--- config.mk ---
export PLATFORM = sky130hd
export DESIGN_NAME = aperture_remap
export DESIGN_NICKNAME = d
export VERILOG_FILES = /design/src/rtl/apr_pkg.sv /design/src/rtl/apr_table.sv /design/src/rtl/apr_regport.sv /design/src/rtl/apr_xlate.sv /design/src/rtl/aperture_remap.sv
export SDC_FILE = /design/constraint.sdc
export NUM_CORES = 1
export LEC_CHECK = 0
export BUFFER_PORTS_ARGS = -buffer_cell sky130_fd_sc_hd__buf_2
export CORE_MARGIN = 2
export CORE_UTILIZATION = 29
export DETAILED_ROUTE_END_ITERATION = 7
export SLEW_MARGIN = 30
export SYNTH_ARGS = -nofsm -noshare
export SYNTH_HDL_FRONTEND = slang
export SYNTH_SLANG_ARGS = --single-unit
--- constraint.sdc ---
create_clock -name clk -period 3.6 [get_ports clk]
set_clock_uncertainty 0.05 [all_clocks]
set_input_delay 0.72 -clock clk [delete_from_list [all_inputs] [get_ports clk]]
set_output_delay 0.72 -clock clk [all_outputs]
set_load 0.02 [all_outputs]
--- src/rtl/apr_pkg.sv ---
package apr_pkg;
    localparam int REG_W = 32;

    typedef enum logic [1:0] {
        SEL_ENABLE = 2'd0,
        SEL_PTR    = 2'd1,
        SEL_DATA   = 2'd2,
        SEL_NONE   = 2'd3
    } reg_sel_e;
endpackage

--- src/rtl/apr_table.sv ---
module apr_table #(
    parameter int NUM_PAGES = 16,
    parameter int ENT_W     = 20,
    parameter int IDX_W     = 4
) (
    input  logic             clk,
    input  logic             rst_n,
    input  logic             wr_en,
    input  logic [IDX_W-1:0] wr_idx,
    input  logic [ENT_W-1:0] wr_ent,
    input  logic [IDX_W-1:0] rd_a_idx,
    output logic [ENT_W-1:0] rd_a_ent,
    input  logic [IDX_W-1:0] rd_b_idx,
    output logic [ENT_W-1:0] rd_b_ent
);
    typedef struct packed {
        logic [NUM_PAGES-1:0][ENT_W-1:0] ent;
    } tbl_state_t;

    tbl_state_t st_d, st_q;

    always_comb begin
        st_d = st_q;
        if (wr_en) st_d.ent[wr_idx] = wr_ent;
    end

    always_ff @(posedge clk or negedge rst_n) begin
        if (!rst_n) st_q <= '0;
        else        st_q <= st_d;
    end

    assign rd_a_ent = st_q.ent[rd_a_idx];
    assign rd_b_ent = st_q.ent[rd_b_idx];

    // a write lands in the addressed entry
    assert_entry_write_R4: assert property (@(posedge clk) disable iff (!rst_n)
        wr_en |=> st_q.ent[$past(wr_idx)] == $past(wr_ent));
endmodule

--- src/rtl/apr_regport.sv ---
module apr_regport
    import apr_pkg::*;
#(
    parameter int          NUM_PAGES = 16,
    parameter int          PAGE_BITS = 12,
    parameter logic [31:0] APT_BASE  = 32'h4000_0000,
    parameter int          ENT_W     = 20,
    parameter int          IDX_W     = 4
) (
    input  logic             clk,
    input  logic             rst_n,
    input  logic             reg_wr,
    input  logic             reg_rd,
    input  logic [3:0]       reg_addr,
    input  logic [REG_W-1:0] reg_wdata,
    output logic [REG_W-1:0] reg_rdata,
    output logic             xl_en,
    output logic             tbl_wr_en,
    output logic [IDX_W-1:0] tbl_wr_idx,
    output logic [ENT_W-1:0] tbl_wr_ent,
    output logic [IDX_W-1:0] tbl_rd_idx,
    input  logic [ENT_W-1:0] tbl_rd_ent
);
    localparam logic [32:0] APT_END = 33'(APT_BASE) + (33'(NUM_PAGES) << PAGE_BITS);

    typedef struct packed {
        logic             en;
        logic [REG_W-1:0] ptr;
        logic [REG_W-1:0] rdata;
    } port_state_t;

    port_state_t st_d, st_q;
    reg_sel_e    sel;
    logic        ptr_ok;
    logic [IDX_W-1:0] ptr_idx;

    always_comb begin
        sel     = (reg_addr[1:0] == 2'b00) ? reg_sel_e'(reg_addr[3:2]) : SEL_NONE;
        ptr_ok  = (33'(st_q.ptr) >= 33'(APT_BASE)) && (33'(st_q.ptr) < APT_END);
        ptr_idx = IDX_W'((st_q.ptr - APT_BASE) >> PAGE_BITS);

        st_d = st_q;
        if (reg_wr) begin
            case (sel)
                SEL_ENABLE: st_d.en  = reg_wdata[0];
                SEL_PTR:    st_d.ptr = reg_wdata;
                default:    ;
            endcase
        end
        if (reg_rd) begin
            case (sel)
                SEL_ENABLE: st_d.rdata = {{(REG_W-1){1'b0}}, st_q.en};
                SEL_PTR:    st_d.rdata = st_q.ptr;
                SEL_DATA:   st_d.rdata = ptr_ok ? {tbl_rd_ent, {PAGE_BITS{1'b0}}} : '0;
                default:    st_d.rdata = '0;
            endcase
        end
    end

    always_ff @(posedge clk or negedge rst_n) begin
        if (!rst_n) st_q <= '0;
        else        st_q <= st_d;
    end

    assign reg_rdata  = st_q.rdata;
    assign xl_en      = st_q.en;
    assign tbl_wr_en  = reg_wr && (sel == SEL_DATA) && ptr_ok;
    assign tbl_wr_idx = ptr_idx;
    assign tbl_wr_ent = reg_wdata[REG_W-1:PAGE_BITS];
    assign tbl_rd_idx = ptr_idx;

    // enable register follows bit 0 of a write
    assert_enable_write_R2: assert property (@(posedge clk) disable iff (!rst_n)
        (reg_wr && reg_addr == 4'h0) |=> xl_en == $past(reg_wdata[0]));
    // pointer read returns the stored pointer
    assert_ptr_read_R3: assert property (@(posedge clk) disable iff (!rst_n)
        (reg_rd && !reg_wr && reg_addr == 4'h4) |=> reg_rdata == $past(st_q.ptr));
    // out-of-aperture pointer reads as zero
    assert_oob_read_R5: assert property (@(posedge clk) disable iff (!rst_n)
        (reg_rd && reg_addr == 4'h8 && !ptr_ok) |=> reg_rdata == '0);
endmodule

--- src/rtl/apr_xlate.sv ---
module apr_xlate #(
    parameter int          NUM_PAGES = 16,
    parameter int          PAGE_BITS = 12,
    parameter logic [31:0] APT_BASE  = 32'h4000_0000,
    parameter int          ENT_W     = 20,
    parameter int          IDX_W     = 4
) (
    input  logic                 clk,
    input  logic                 rst_n,
    input  logic                 xl_en,
    input  logic                 req_valid,
    input  logic [31:0]          req_addr,
    input  logic [PAGE_BITS-1:0] req_len,
    output logic [IDX_W-1:0]     lk_idx,
    input  logic [ENT_W-1:0]     lk_ent,
    output logic                 rsp_valid,
    output logic                 rsp_fault,
    output logic [31:0]          rsp_paddr
);
    localparam logic [32:0] APT_END = 33'(APT_BASE) + (33'(NUM_PAGES) << PAGE_BITS);

    typedef struct packed {
        logic        valid;
        logic        fault;
        logic [31:0] paddr;
    } rsp_state_t;

    rsp_state_t st_d, st_q;
    logic [32:0] last_byte;
    logic        in_range;
    logic        hit;

    always_comb begin
        last_byte = 33'(req_addr) + 33'(req_len);
        in_range  = (33'(req_addr) >= 33'(APT_BASE)) && (last_byte < APT_END);
        lk_idx    = IDX_W'((req_addr - APT_BASE) >> PAGE_BITS);
        hit       = xl_en && in_range && lk_ent[ENT_W-1];

        st_d.valid = req_valid;
        st_d.fault = req_valid && !hit;
        st_d.paddr = (req_valid && hit)
                   ? {1'b0, lk_ent[ENT_W-2:0], req_addr[PAGE_BITS-1:0]} : '0;
    end

    always_ff @(posedge clk or negedge rst_n) begin
        if (!rst_n) st_q <= '0;
        else        st_q <= st_d;
    end

    assign rsp_valid = st_q.valid;
    assign rsp_fault = st_q.fault;
    assign rsp_paddr = st_q.paddr;

    // one response per request, one cycle later
    assert_rsp_latency_R6: assert property (@(posedge clk) disable iff (!rst_n)
        req_valid |=> rsp_valid);
    assert_no_spurious_rsp_R6: assert property (@(posedge clk) disable iff (!rst_n)
        !req_valid |=> !rsp_valid);
    // disabled translation always faults
    assert_disabled_fault_R7: assert property (@(posedge clk) disable iff (!rst_n)
        (req_valid && !xl_en) |=> rsp_fault);
    // a fault carries a zero address and is a response
    assert_fault_zero_R8: assert property (@(posedge clk) disable iff (!rst_n)
        rsp_fault |-> (rsp_valid && rsp_paddr == '0));
    // page offset is passed through on a hit
    assert_offset_pass_R10: assert property (@(posedge clk) disable iff (!rst_n)
        (rsp_valid && !rsp_fault) |-> rsp_paddr[PAGE_BITS-1:0] == $past(req_addr[PAGE_BITS-1:0]));
endmodule

--- src/rtl/aperture_remap.sv ---
module aperture_remap
    import apr_pkg::*;
#(
    parameter int          NUM_PAGES = 16,
    parameter int          PAGE_BITS = 12,
    parameter logic [31:0] APT_BASE  = 32'h4000_0000
) (
    input  logic                 clk,
    input  logic                 rst_n,
    input  logic                 reg_wr,
    input  logic                 reg_rd,
    input  logic [3:0]           reg_addr,
    input  logic [31:0]          reg_wdata,
    output logic [31:0]          reg_rdata,
    input  logic                 req_valid,
    input  logic [31:0]          req_addr,
    input  logic [PAGE_BITS-1:0] req_len,
    output logic                 rsp_valid,
    output logic                 rsp_fault,
    output logic [31:0]          rsp_paddr
);
    localparam int ENT_W = REG_W - PAGE_BITS;
    localparam int IDX_W = (NUM_PAGES > 1) ? $clog2(NUM_PAGES) : 1;

    logic             xl_en;
    logic             tbl_wr_en;
    logic [IDX_W-1:0] tbl_wr_idx, tbl_rd_idx, lk_idx;
    logic [ENT_W-1:0] tbl_wr_ent, tbl_rd_ent, lk_ent;

    apr_regport #(
        .NUM_PAGES(NUM_PAGES), .PAGE_BITS(PAGE_BITS), .APT_BASE(APT_BASE),
        .ENT_W(ENT_W), .IDX_W(IDX_W)
    ) regport_i (
        .clk(clk), .rst_n(rst_n),
        .reg_wr(reg_wr), .reg_rd(reg_rd), .reg_addr(reg_addr),
        .reg_wdata(reg_wdata), .reg_rdata(reg_rdata),
        .xl_en(xl_en),
        .tbl_wr_en(tbl_wr_en), .tbl_wr_idx(tbl_wr_idx), .tbl_wr_ent(tbl_wr_ent),
        .tbl_rd_idx(tbl_rd_idx), .tbl_rd_ent(tbl_rd_ent)
    );

    apr_table #(
        .NUM_PAGES(NUM_PAGES), .ENT_W(ENT_W), .IDX_W(IDX_W)
    ) table_i (
        .clk(clk), .rst_n(rst_n),
        .wr_en(tbl_wr_en), .wr_idx(tbl_wr_idx), .wr_ent(tbl_wr_ent),
        .rd_a_idx(tbl_rd_idx), .rd_a_ent(tbl_rd_ent),
        .rd_b_idx(lk_idx), .rd_b_ent(lk_ent)
    );

    apr_xlate #(
        .NUM_PAGES(NUM_PAGES), .PAGE_BITS(PAGE_BITS), .APT_BASE(APT_BASE),
        .ENT_W(ENT_W), .IDX_W(IDX_W)
    ) xlate_i (
        .clk(clk), .rst_n(rst_n), .xl_en(xl_en),
        .req_valid(req_valid), .req_addr(req_addr), .req_len(req_len),
        .lk_idx(lk_idx), .lk_ent(lk_ent),
        .rsp_valid(rsp_valid), .rsp_fault(rsp_fault), .rsp_paddr(rsp_paddr)
    );
endmodule

### After elaboration in Yosys (flattened, before gate mapping)

Cells that the tools add are included.

| word-level totals | value |
|---|---|
| flip-flop bits (word level) | 418 |
| bits of input ports | 85 |
| output and inout port bits | 66 |
| logic and storage cells | 59 |

| cells by class | value |
|---|---|
| multiplexer cells | 11 |
| equal/unequal tests | 2 |
| $lt $le $gt $ge | 7 |
| add/subtract/negate cells | 3 |
| reduce and logical (&&, ||, !) cells | 14 |

Operators with widths:

| cell | count |
|---|---|
| bitwise mux 320 bit | 1 |
| binary-select mux 20 bit (select 4 bit) | 2 |
| case mux 32 bit (3 select lines) | 1 |
| demux 20 bit (select 4 bit) | 1 |
| greater-or-equal comparator 32 x 31 -> 1 bit, second input constant | 2 |
| 2-to-1 mux 20 bit | 3 |
| adder 32 x 12 -> 33 bit | 1 |
| < comparator 33 x 31 -> 1 bit, second input constant | 1 |
| < comparator 32 x 31 -> 1 bit, second input constant | 1 |
| 2-to-1 mux 32 bit | 1 |
| subtractor 16 x 1 -> 16 bit, second input constant | 2 |
| 2-to-1 mux 31 bit | 1 |
| < comparator 4 x 5 -> 1 bit, second input constant | 2 |
| logical AND 1 bit | 9 |
| greater-or-equal comparator 4 x 1 -> 1 bit, second input constant | 1 |
| zero test 2 bit | 2 |
| AND reduction 2 bit | 2 |
| == test 2 x 1 -> 1 bit, second input constant | 1 |
| == test 2 bit, second input constant | 1 |
| 2-to-1 mux 2 bit | 1 |
| zero test 1 bit | 1 |

### Longest topological paths before layout

Gate-level depths: netlist of the first run.

| logic depth | value |
|---|---|
| depth in word-level cells | 7 |
| mapped depth | 9 |
| gate-level depth less buffers | 8 |

### Hierarchy

Synthesis of the first run repeated with hierarchy kept, for this count alone.

| unflattened totals | value |
|---|---|
| cell total of the unflattened synthesis | 1,601 |
| area, all modules | 22,415.2 um^2 |

Modules (own cells, without submodules):

| module | area each (um^2) | instances | cells each | sequential area each (um^2) |
|---|---|---|---|---|
| apr_table | 16,893.7 | 1 | 1,058 | 8,007.7 |
| apr_regport | 3,261.9 | 1 | 307 | 1,626.6 |
| apr_xlate | 2,259.7 | 1 | 236 | 825.8 |

### Worst setup path before layout of the first run

OpenSTA, ideal clock, no wires.

| timing | value |
|---|---|
| path kind | in2reg |
| from | input port req_addr[7] |
| to | register xlate_i.st_q (netlist bit xlate_i.rsp_paddr[10]) |
| library setup time | 86 ps |
| data arrival time | 2,573 ps |
| data required time | 3,464 ps |
| path buffers | 1 |
| cell stages on the path | 9 |
| path slack | 891 ps |
| cell sequence | ha_1 > nand2_1 > a211oi_2 > o31ai_4 > a211oi_1 > mux2i_1 > nand4_2 > buf_4 > nor3_1 |

RTL lines:

| element | RTL line | source |
|---|---|---|
| start: declaration | aperture_remap.sv:16 | `input logic [31:0] req_addr,` |
| end signal: assignment | apr_xlate.sv:47 | `else st_q <= st_d;` |
| end: declaration | apr_xlate.sv:28 | `rsp_state_t st_d, st_q;` |

### Worst setup path in the final report of the first run

| timing | value |
|---|---|
| from | register regport_i.st_q[63] (netlist name) |
| to | register table_i.st_q[71] (netlist name) |

| between the ends | value |
|---|---|
| longest elaborated chain between the ends | 3 |
| elaborated cells on any way between the ends | 4 |
| those cells by class | order compare (2); reduce/logical (2) |

Ends and longest elaborated chain:

| element | RTL line | source |
|---|---|---|
| start: declaration | apr_regport.sv:32 | `port_state_t st_d, st_q;` |
| start signal: assignment | apr_regport.sv:62 | `else st_q <= st_d;` |
| greater-or-equal comparator 32 x 31 -> 1 bit or < comparator 32 x 31 -> 1 bit (tied branches) | apr_regport.sv:39 | `ptr_ok = (33'(st_q.ptr) >= 33'(APT_BASE)) && (33'(st_q.ptr) < APT_END);` |
| logical AND 1 bit (*) | apr_regport.sv:39 |  |
| logical AND 1 bit (*) | apr_regport.sv:67 | `assign tbl_wr_en = reg_wr && (sel == SEL_DATA) && ptr_ok;` |
| end signal: assignment | apr_table.sv:29 | `else st_q <= st_d;` |
| end: declaration | apr_table.sv:20 | `tbl_state_t st_d, st_q;` |

Every way passes the cells marked *; elsewhere a longest branch is shown, timed or not.
A chain may end at the register's enable or synchronous reset.

==> impl_metrics.json, run 1 <==
{
  "worstPathArrival_ns": 3.45,
  "track_usage_pct": 15.7,
  "path_max_fanout": 11,
  "hpwl_mm": 38.8,
  "total_power_uw": 11200,
  "insertion_delay_ns": 0.59,
  "fin_nets": 1609,
  "grt_pass1_wl_mm": 91.3,
  "die_x_um": 277,
  "drv_slew": 0,
  "cts_resized": 0,
  "avgSynthCellArea_um2": 15.3,
  "wl_mm": 59.8,
  "die_h_um": 277,
  "start_util_pct": 29.1,
  "via_count": 13200,
  "drive_gt1_share_pct": 57.4,
  "synth_async_sr_flop_share_pct": 100,
  "yosysUniqueCellTypes": 47,
  "grt_max_degree": 111,
  "synth_top_cell_area_share_pct": 48.5,
  "synth_edf_count": 0,
  "clk_path_buf_depth": 3,
  "tightest_slew_ns": 0.993,
  "rsz0062_at_grt": "false",
  "clkTransAtPathRegs_ns": 0.06,
  "hold_path_class": "in -> async",
  "critPathKind": "reg -> reg",
  "postSynthCellCount": 1410,
  "wire_per_inst_um": 23.7,
  "htree_num_levels": 2,
  "cts_tree": "done",
  "routed_via_density": 5.23,
  "relSlewSlack_pct": 33.8,
  "fmax_mhz": 329,
  "yosysWarningCount": 0,
  "crit_required_ns": 4.02,
  "postCtsHoldBufs": 0,
  "start_kind": "flop",
  "p_leak_uw": 0.0112,
  "synth_area_leader_cell": "dfrtp_1",
  "fin_ws_ns": 0.564,
  "period_share_pct": 84.3,
  "status": "finished, final reports clean",
  "powerDensity_nw_per_um2": 448,
  "critPathLaunch": "regport_i.st_q[63]",
  "yosysMostFrequentCell": "dfrtp_1",
  "drcViolationCount": 0,
  "place_ws_ns": 0.299,
  "yosysSeqAreaShare_pct": 48.5,
  "ir_worst_vdd_uv": 303,
  "antenna_left": 0,
  "io_pins": 151,
  "synthesis.area_um2": 21600,
  "cap_violations": 0,
  "drtPass1Iterations": 5,
  "finalHoldViolations": 0,
  "synthesis.nets": 1506,
  "ys_top_cells_by_count": "dfrtp_1 (418), mux2_2 (357), mux4_2 (198)",
  "root_buffer": "clkbuf_16",
  "final_core_util_pct": 33.7,
  "core_area_um2": 74100,
  "finalCriticalPeriod_ns": 3.04,
  "rows": 100,
  "synthToLayoutAreaGrowth_pct": 15.7,
  "grt_pass1_vias": 13900,
  "synth_seq_cells": 418,
  "grt-ovfl-total": 0,
  "holdWs_ns": 0.0259,
  "cp-end-kind": "flop",
  "dieArea_um2": 76600,
  "drt_iter0_drc": 805,
  "r2r_start": "regport_i.st_q[63]",
  "cts_setup_buffers": 0,
  "synth_ff_type": "dfrtp_1",
  "cts.sinks": 418,
  "netlist_top_cells_area": "dfrtp_1 (48%), mux4_2 (21%), mux2_2 (19%)",
  "cts_made_buffers": 46,
  "antenna_found_initial": 6,
  "place.gp.congestion": 0.785,
  "finalSetupTns_ns": 0,
  "port_buffers": 149,
  "setup_viol": 0
}
sequential cells by signal, summed over array words and instances (netlist names):
register             count
table_i.st_q           320
regport_i.reg_rdata     32
regport_i.st_q          32
xlate_i.rsp_paddr       31
regport_i.xl_en          1
xlate_i.rsp_fault        1
xlate_i.rsp_valid        1
final cells by class:
cell class                      count  area (µm²)
Antenna cell                        1        2.50
Clock buffer                       61        1290
Clock inverter                     23         317
Fill cell                        7126       49100
Inverter                           25        93.8
Multi-Input combinational cell    811       10200
Sequential cell                   418       10500
Tap cell                          969        1210
Timing Repair Buffer              211        1390
where the power goes:
| group | switching, µW | internal, µW | leakage (µW) |
|---|---|---|---|
| Combinational | 655 | 483 | 0.00470 |
| Sequential | 205 | 4810 | 0.00575 |
| Clock | 2010 | 3020 | 0.000787 |
cells by family (layout without fill, tap and decap cells):
group                    Yosys count  count (layout)  share of synthesized area, %
buffers and inverters            181             320                          4.46
other                              1               2                        0.0174
adder cells (fa/ha/maj)           11              11                         0.638
AO/OA/AOI/OAI                     81              81                          2.38
multiplexers                     558             558                          39.4
XOR/XNOR                           6               6                         0.244
AND/OR/NAND/NOR                  154             154                          4.34
flip-flops                       418             418                          48.5
through the flow:
stage / instances / instance area, µm²
finish: 2519 / 25000
global route: 2518 / 25000
CTS: 2518 / 25000
detailed placement: 2434 / 23400
global placement: 2434 / 23400
floorplan: 1410 / 21600
metal layers:
layer  global-route usage, %  up-vias  wire, µm
li1                        -     5566         -
met1                    21.1     7117     26300
met2                    25.3      371     28400
met3                    3.35      106      3410
met4                    4.91       10      1610
met5                       0        -        59
final timing paths:
path                                      endpoint  cells after the start  slack, ns
max                               table_i.st_q[71]                      7       0.56
min                        regport_i.reg_rdata[28]                      1       0.03
max reg2reg                       table_i.st_q[71]                      7       0.56
min reg2reg                 regport_i.reg_rdata[7]                      2       0.45
max in group asynchronous        table_i.st_q[285]                      2       2.41
min in group clk                 xlate_i.rsp_valid                      1       0.23
worst max-delay path: stages (launching register included):
cell	delay, ns
dfrtp_1	0.42
nor4b_1	0.58
nand3_1	0.25
nor2_2	0.36
nand4_1	0.29
nor2_2	0.25
buf_4	0.32
mux2_2	0.37
placed cells by master, fill, tap and decap left out, types with 5 or more instances in the layout:
| master | netlist | layout |
|---|---|---|
| clkbuf_1 | 53 | 7 |
| nor2_1 | 36 | 23 |
| a21oi_1 | 30 | 30 |
| inv_1 | 25 | 25 |
| ha_1 | 11 | 11 |
| nor3b_2 | 18 | 18 |
| nand2_1 | 18 | 17 |
| nor3_1 | 14 | 14 |
| or2_2 | 5 | 5 |
| o21ai_0 | 17 | 17 |
| buf_12 | 0 | 13 |
| clkbuf_8 | 0 | 8 |
| bufinv_16 | 0 | 7 |
| nand3_1 | 23 | 23 |
| nor4_1 | 5 | 5 |
| buf_2 | 40 | 146 |
| nand4_1 | 8 | 8 |
| mux2_2 | 357 | 357 |
| buf_4 | 46 | 51 |
| mux4_2 | 198 | 198 |
| nor2_2 | 0 | 13 |
| nand3b_1 | 5 | 5 |
| dfrtp_1 | 418 | 415 |
| clkinv_2 | 0 | 10 |
| a22oi_1 | 18 | 18 |
| nand2b_1 | 6 | 6 |
| clkbuf_16 | 0 | 46 |
Power figures use the tool's default switching activity.
==> inputs of run 2 (changes only) <==
clock period = 2.7 ns   (was 3.6 ns; I/O delays follow)
==> run 2 against run 1 <==
Compared with the run above:
- sequential power grew 31%
- maximum frequency rose by 17%
- sequential cell count is the same
- cell area increased by 2.6%
- sequential share of layout area decreased by 1.1 points
- count of clock-buffer cells in the layout grew 5
- clock power rose by 21%
- routed wire length rose by 2.4%
- global-route usage increased by 0.41 points
- final cell count increased by 2.3%
- die area stayed put
==> impl_metrics.json, run 2 (synthesis results as in run 1) <==
{
  "largest_reg_flops": 320,
  "path_max_fanout": 16,
  "drtPass1Iterations": 5,
  "cts_made_buffers": 44,
  "met2_usage_pct": 26.1,
  "wl_mm": 61.2,
  "total_power_uw": 14500,
  "die_x_um": 277,
  "p_leak_uw": 0.0116,
  "finalCriticalPeriod_ns": 2.60,
  "r2r_slack_ns": 0.1,
  "place.gp.congestion": 0.834,
  "cap_violations": 0,
  "clkTransAtPathRegs_ns": 0.06,
  "fin_nets": 1672,
  "routed_via_density": 5.20,
  "cp-end-kind": "flop",
  "synthToLayoutAreaGrowth_pct": 18.7,
  "port_buffers": 149,
  "power_frac_seq_pct": 45.4,
  "hpwl_mm": 40.9,
  "setup_viol": 0,
  "clk_path_buf_depth": 3,
  "relSlewSlack_pct": 51.8,
  "cts_tree": "done",
  "grt_util_met1_pct": 22.2,
  "antenna_found_initial": 5,
  "core_area_um2": 74100,
  "fmax_mhz": 384,
  "power_switching_uw": 3740,
  "worstPathArrival_ns": 3.01,
  "top_usage_layer": "met2",
  "grt_pass1_vias": 14300,
  "period_share_pct": 96.4,
  "pwr-share-clk_pct": 41.9,
  "finalHoldViolations": 0,
  "r2r_cells": 9,
  "root_buffer": "clkbuf_16",
  "die_h_um": 277,
  "combPwrFrac_pct": 12.7,
  "drt_iter0_drc": 1063,
  "dp.cells": 2491,
  "via_count": 13400,
  "drcViolationCount": 0,
  "hold_path_class": "in -> reg",
  "critPathKind": "reg -> reg",
  "start_util_pct": 29.1,
  "cts.sinks": 418,
  "grt_pass1_wl_mm": 94.0,
  "insertion_delay_ns": 0.57,
  "htree_num_levels": 2,
  "layout_commonest_cell": "dfrtp_1",
  "powerDensity_nw_per_um2": 567,
  "track_usage_pct": 16.1,
  "drv_slew": 0,
  "grt-ovfl-total": 0,
  "grt_max_degree": 82,
  "hold-path-cell-count": 1,
  "wire_per_inst_um": 23.8,
  "tightest_slew_ns": 0.723,
  "drive_gt1_share_pct": 58.9,
  "use_met3_pct": 2.69,
  "rows": 100,
  "power.internal_uw": 10800,
  "mostFrequentLayoutCells": "dfrtp_1 (415), mux2_2 (357), mux4_2 (198)",
  "top_register": "table_i.st_q",
  "crit_required_ns": 3.11,
  "io_pins": 151,
  "dieArea_um2": 76600,
  "ir_worst_vdd_uv": 389,
  "antenna_left": 0,
  "stdcell_count": 2578,
  "start_kind": "flop",
  "final_core_util_pct": 34.6,
  "rsz0062_at_grt": "false",
  "swShare_pct": 25.8,
  "status": "finished, final reports clean"
}
==> run 2: power groups by stage <==
stage          clock (µW)  sequential (µW)  combinational, µW
4_1_cts              6240             6620               1800
6_report             6090             6600               1850
2_1_floorplan           0             6590               1090
3_3_place_gp            0             6730               1770
3_5_place_dp            0             6730               1790
5_1_grt              6470             6610               1990
==> run 2: worst paths after layout <==
| path | startpoint | endpoint |
|---|---|---|
| setup / recovery | regport_i.st_q[56] | table_i.st_q[291] |
| hold / removal | req_valid | xlate_i.rsp_valid |
| setup reg to reg | regport_i.st_q[56] | table_i.st_q[291] |
| hold reg to reg | regport_i.st_q[35] | regport_i.reg_rdata[3] |
| max in group asynchronous | rst_n | table_i.st_q[241] |
| min in group asynchronous | rst_n | regport_i.reg_rdata[28] |
==> run 2: what timing repair did <==
action | 4_1_cts | 5_1_grt
hold buffers | 1 | 0
gates resized for setup | 0 | 5
endpoints found under the hold margin | 50 | 0
setup endpoints to repair | 0 | 83
setup buffers | 0 | 7
==> run 2: metal layers <==
layer	share of wire [%]	wire, µm	vias up
met2	48	29200	405
met4	2.4	1500	8
met3	5.3	3220	101
met5	0.067	41	-
li1	-	-	5696
met1	44	27200	7189
==> run 2: metrics by stage <==
stage	hold slack (ns)	cell area (µm²)	setup TNS (ns)	worst slack [ns]
6_report	0.0744	25600	0	0.0970
4_1_cts	0.0411	25500	0	0.0294
3_3_place_gp	0.421	24100	-20.21	-0.333
5_1_grt	0.0653	25600	0	0.0195
2_1_floorplan	0.194	21600	0	0.171
3_5_place_dp	0.440	24100	-37.92	-0.408
==> run 2: worst max-delay path: stages, from the launching register on <==
cell and delay, ns:
dfrtp_1 0.42, nor4_1 0.26, buf_4 0.20, nand3_1 0.12, nor2_2 0.18, buf_4 0.15, nand3b_1 0.24, nor2_2 0.25
buf_12 0.23, mux2_2 0.36
==> run 2: final cells by class <==
| type | instances | area [µm²] |
|---|---|---|
| flip-flops and latches | 418 | 10500 |
| clock inverters | 11 | 109 |
| fillers | 7134 | 48500 |
| well taps | 969 | 1210 |
| repair buffers | 276 | 2190 |
| diodes | 2 | 5.00 |
| clock buffers | 66 | 1320 |
| multi-input cells | 811 | 10200 |
| inverters | 25 | 93.8 |
